**src/rtl/msr_pkg.sv**
```systemverilog
package msr_pkg;
   typedef enum int {
      LINE_CTS     = 0,
      LINE_DSR     = 1,
      LINE_RING    = 2,
      LINE_CARRIER = 3
   } line_idx_e;

   localparam int STD_LINES = 4;
endpackage

```
**src/rtl/msr_line_slice.sv**
```systemverilog
module msr_line_slice (
   input  logic cur_state,
   input  logic cur_flag,
   input  logic rd_clr,
   input  logic wr_en,
   input  logic wr_state,
   input  logic wr_flag,
   input  logic ev_vld,
   input  logic ev_lvl,
   output logic nxt_state,
   output logic nxt_flag
);
   logic base_state;
   logic supplied;
   logic kept;

   always_comb begin
      base_state = wr_en  ? wr_state : cur_state;
      nxt_state  = ev_vld ? ev_lvl   : base_state;
      supplied   = (wr_en & wr_flag) | (ev_vld & ev_lvl);
      kept       = cur_flag & ~rd_clr;
      nxt_flag   = kept | (cur_state ^ nxt_state) | supplied;
   end
endmodule

```
**src/rtl/msr_store.sv**
```systemverilog
module msr_store #(
   parameter int                WIDTH     = 8,
   parameter logic [WIDTH-1:0]  RESET_VAL = '0
) (
   input  logic             clk,
   input  logic             rst_n,
   input  logic [WIDTH-1:0] d,
   output logic [WIDTH-1:0] q
);
   always_ff @(posedge clk) begin
      if (!rst_n) q <= RESET_VAL;
      else        q <= d;
   end
endmodule

```
**src/rtl/modem_status_tracker.sv**
```systemverilog
module modem_status_tracker #(
   parameter int NUM_LINES = msr_pkg::STD_LINES,
   parameter bit IRQ_REG   = 1'b0
) (
   input  logic                   clk,
   input  logic                   rst_n,
   input  logic [NUM_LINES-1:0]   line_vld,
   input  logic [NUM_LINES-1:0]   line_lvl,
   input  logic                   wr_en,
   input  logic [2*NUM_LINES-1:0] wr_data,
   input  logic                   rd_en,
   output logic [2*NUM_LINES-1:0] rd_data,
   output logic                   irq
);
   localparam int W = 2 * NUM_LINES;

   generate
      if (NUM_LINES < 1) begin : g_bad_cfg
         $error("modem_status_tracker: NUM_LINES must be at least 1");
      end
   endgenerate

   logic [W-1:0]         reg_q;
   logic [W-1:0]         reg_d;
   logic [NUM_LINES-1:0] st_cur, fl_cur, st_nxt, fl_nxt;

   assign st_cur = reg_q[W-1:NUM_LINES];
   assign fl_cur = reg_q[NUM_LINES-1:0];

   for (genvar i = 0; i < NUM_LINES; i++) begin : g_line
      msr_line_slice u_slice (
         .cur_state (st_cur[i]),
         .cur_flag  (fl_cur[i]),
         .rd_clr    (rd_en),
         .wr_en     (wr_en),
         .wr_state  (wr_data[NUM_LINES+i]),
         .wr_flag   (wr_data[i]),
         .ev_vld    (line_vld[i]),
         .ev_lvl    (line_lvl[i]),
         .nxt_state (st_nxt[i]),
         .nxt_flag  (fl_nxt[i])
      );
   end

   assign reg_d = {st_nxt, fl_nxt};

   msr_store #(.WIDTH(W), .RESET_VAL('0)) u_store (
      .clk   (clk),
      .rst_n (rst_n),
      .d     (reg_d),
      .q     (reg_q)
   );

   assign rd_data = reg_q;

   generate
      if (IRQ_REG) begin : g_irq_ff
         logic irq_q;
         always_ff @(posedge clk) begin
            if (!rst_n) irq_q <= 1'b0;
            else        irq_q <= |fl_nxt;
         end
         assign irq = irq_q;
      end else begin : g_irq_comb
         assign irq = |fl_cur;
      end
   endgenerate
endmodule

```
**config.mk**
```make
export PLATFORM = sky130hd
export DESIGN_NAME = modem_status_tracker
export DESIGN_NICKNAME = d
export VERILOG_FILES = /design/src/rtl/msr_pkg.sv /design/src/rtl/msr_line_slice.sv /design/src/rtl/msr_store.sv /design/src/rtl/modem_status_tracker.sv
export SDC_FILE = /design/constraint.sdc
export NUM_CORES = 1
export LEC_CHECK = 0
export ABC_AREA = 1
export BUFFER_PORTS_ARGS = -buffer_cell sky130_fd_sc_hd__buf_2
export CAP_MARGIN = 20
export CORE_AREA = 2 2 40 42
export CTS_CLUSTER_DIAMETER = 30
export DETAILED_ROUTE_END_ITERATION = 16
export DIE_AREA = 0 0 42 44
export GPL_TIMING_DRIVEN = 0
export PLACE_DENSITY = 0.79
export SYNTH_ARGS = -nofsm -noshare
export SYNTH_HDL_FRONTEND = slang
export SYNTH_SLANG_ARGS = --single-unit
export TNS_END_PERCENT = 5
```
**constraint.sdc**
```tcl
create_clock -name clk -period 1.05 [get_ports clk]
set_input_delay 0.0525 -clock clk [delete_from_list [all_inputs] [get_ports clk]]
set_output_delay 0.0525 -clock clk [all_outputs]
set_load 0.005 [all_outputs]
```
==> results.yml <==
outcome:
  outcome: "completed"
clocking:
  ctsHoldBuffers: 0
  numCtsBuffers: 3
  cts_tree: "yes"
  cts_root_buf: "clkbuf_4"
  post_cts_buffers: 0
  clkSlewWorstSetupHoldPaths_ns: 0.06
  clkSinkCount: 8
  cts_resized: 0
  insertion_delay_ns: 0.25
  clk_path_buf_depth: 2
  htreeDepth: 1
setup_path:
  critPathCaptureType: "output port"
  worstPathRequired_ns: 1.00
  crit_type: "register to output port"
  worstPathMaxFanout: 3
  arrival_ns: 0.86
  startpoint_type: "register"
worst_hold_path:
  min_path_type: "input port to register"
finish:
  final_cell_area_um2: 733
  reg_top3: "u_store.q: 8 flops"
  antenna_cells: 0
  drive_gt1_frac: 0.364
  finalNetCount: 140
  final_common_cell: "buf_2"
  largest_register_ffs: 8
  regMostFlops: "u_store.q"
  final_cell_mix: "buf_2, nand2_1, inv_1"
  syn_to_final_growth_pct: 32.0
placed_design:
  dp_hpwl_um: 927
  placed_cell_area_um2: 711
  portBuffers: 27
  gp_congestion: 0.750
detailed_routing:
  dr.pass1.iters: 4
  drc: 0
  via_per_inst: 4.56
  drtIter0Drc: 10
  num_vias: 611
  routedWlPerCell_um: 9.04
  wl_mm: 1.21
  ant_nets: 0
timing:
  max_freq_mhz: 1090
  setup_violations: 0
  min_period_ns: 0.916
  hold_violations: 0
  rsz0062_at_grt: "no"
  tightestPinTransition_ns: 0.203
  finClkSkew_ns: 0.00270
  slew_headroom: 0.865
  tns_ns: 0
  drv_slew: 0
  period_share: 0.872
job:
  cap_viol_max_count: 0
yosys:
  syn-mean-instance-area_um2: 6.31
  synthesis.nets: 108
  ys_ff_latch: 8
  netlist_area_um2: 556
  ys_warn_count: 0
  synth.distinct_cells: 15
  ys_seq_area_frac: 0.288
  syn-instance-count: 88
global_routing:
  grt_max_degree: 11
  grt_usage: 0.138
  grt_pass1_wl_mm: 1.84
  antenna_found_initial: 0
  grt_pass1_vias: 456
  grt_overflow: 0
pwr:
  powerDensity_nw_per_um2: 1110
  ir_worst_vdd_mv: 0.668
  p_total_uw: 816
  p_leak_uw: 0.000438
floorplan:
  die_h_um: 44
  dieWidth_um: 42
  core-area_um2: 1420
  start_util: 0.392
  num_rows: 14
  fp.dieArea_um2: 1850
  io_pins: 29
[where the power goes]
part           switching [uW]  leakage (uW)  internal [uW]
registers                15.1     0.0000667            329
logic                     112      0.000358            120
clock network             109     0.0000138            131
total                     236      0.000438            580
[final timing paths]
kind           startpoint      endpoint  slack (ns)  cells past startpoint
max          u_store.q[5]    rd_data[5]        0.13                      2
min                 rst_n  u_store.q[2]        0.03                      3
min reg2reg  u_store.q[6]  u_store.q[2]        0.57                      4
max reg2reg  u_store.q[5]  u_store.q[1]        0.21                      5
[synth_stat cells]
cell type   n  share of area
nand2_1    23           0.16
inv_1      16           0.11
nor2_1      9          0.061
buf_4       8           0.11
dfxtp_1     8           0.29
a21oi_1     5          0.045
nand4_1     5          0.056
nand3_1     3          0.027
o211ai_1    3          0.041
o21ai_1     3          0.027
a21oi_2     1          0.016
buf_6       1          0.020
inv_6       1          0.016
nand2_2     1          0.011
nand2_4     1          0.020
[metrics by stage]
step / hold WS, ns / setup slack (ns) / instances / utilization
6_report: 0.0331 / 0.134 / 134 / 0.517
5_1_grt: 0.0524 / 0.0889 / 134 / 0.517
4_1_cts: 0.0247 / 0.129 / 134 / 0.517
3_5_place_dp: 0.292 / 0.220 / 131 / 0.501
3_3_place_gp: 0.288 / 0.228 / 131 / 0.501
2_1_floorplan: 0.150 / 0.264 / 88 / -
[routing by layer]
layer	up-vias	routed length, um	share of wire	GRT usage
met2	22	555	0.46	0.228
met1	259	553	0.46	0.153
li1	328	-	-	-
met5	-	0	0	0
met3	2	83	0.069	0.0417
met4	0	19	0.016	0.0968
[cell type report]
class / instances / area, um2
fillers: 142 / 686
multi-input cells: 54 / 255
flip-flops and latches: 8 / 160
repair buffers: 27 / 135
plain buffers: 9 / 71.3
inverters: 17 / 68.8
clock buffers: 3 / 22.5
well taps: 16 / 20.0
[cell families after synthesis]
kind of cell / synth area share
AND/OR/NAND/NOR: 0.331
buffers and inverters: 0.252
AO/OA/AOI/OAI: 0.128
flip-flops: 0.288
[critical path, stage by stage, from the launching register on]
cell,delay (ns)
dfxtp_1,0.39
buf_4,0.13
buf_2,0.09
Power figures use the tool's default switching activity.
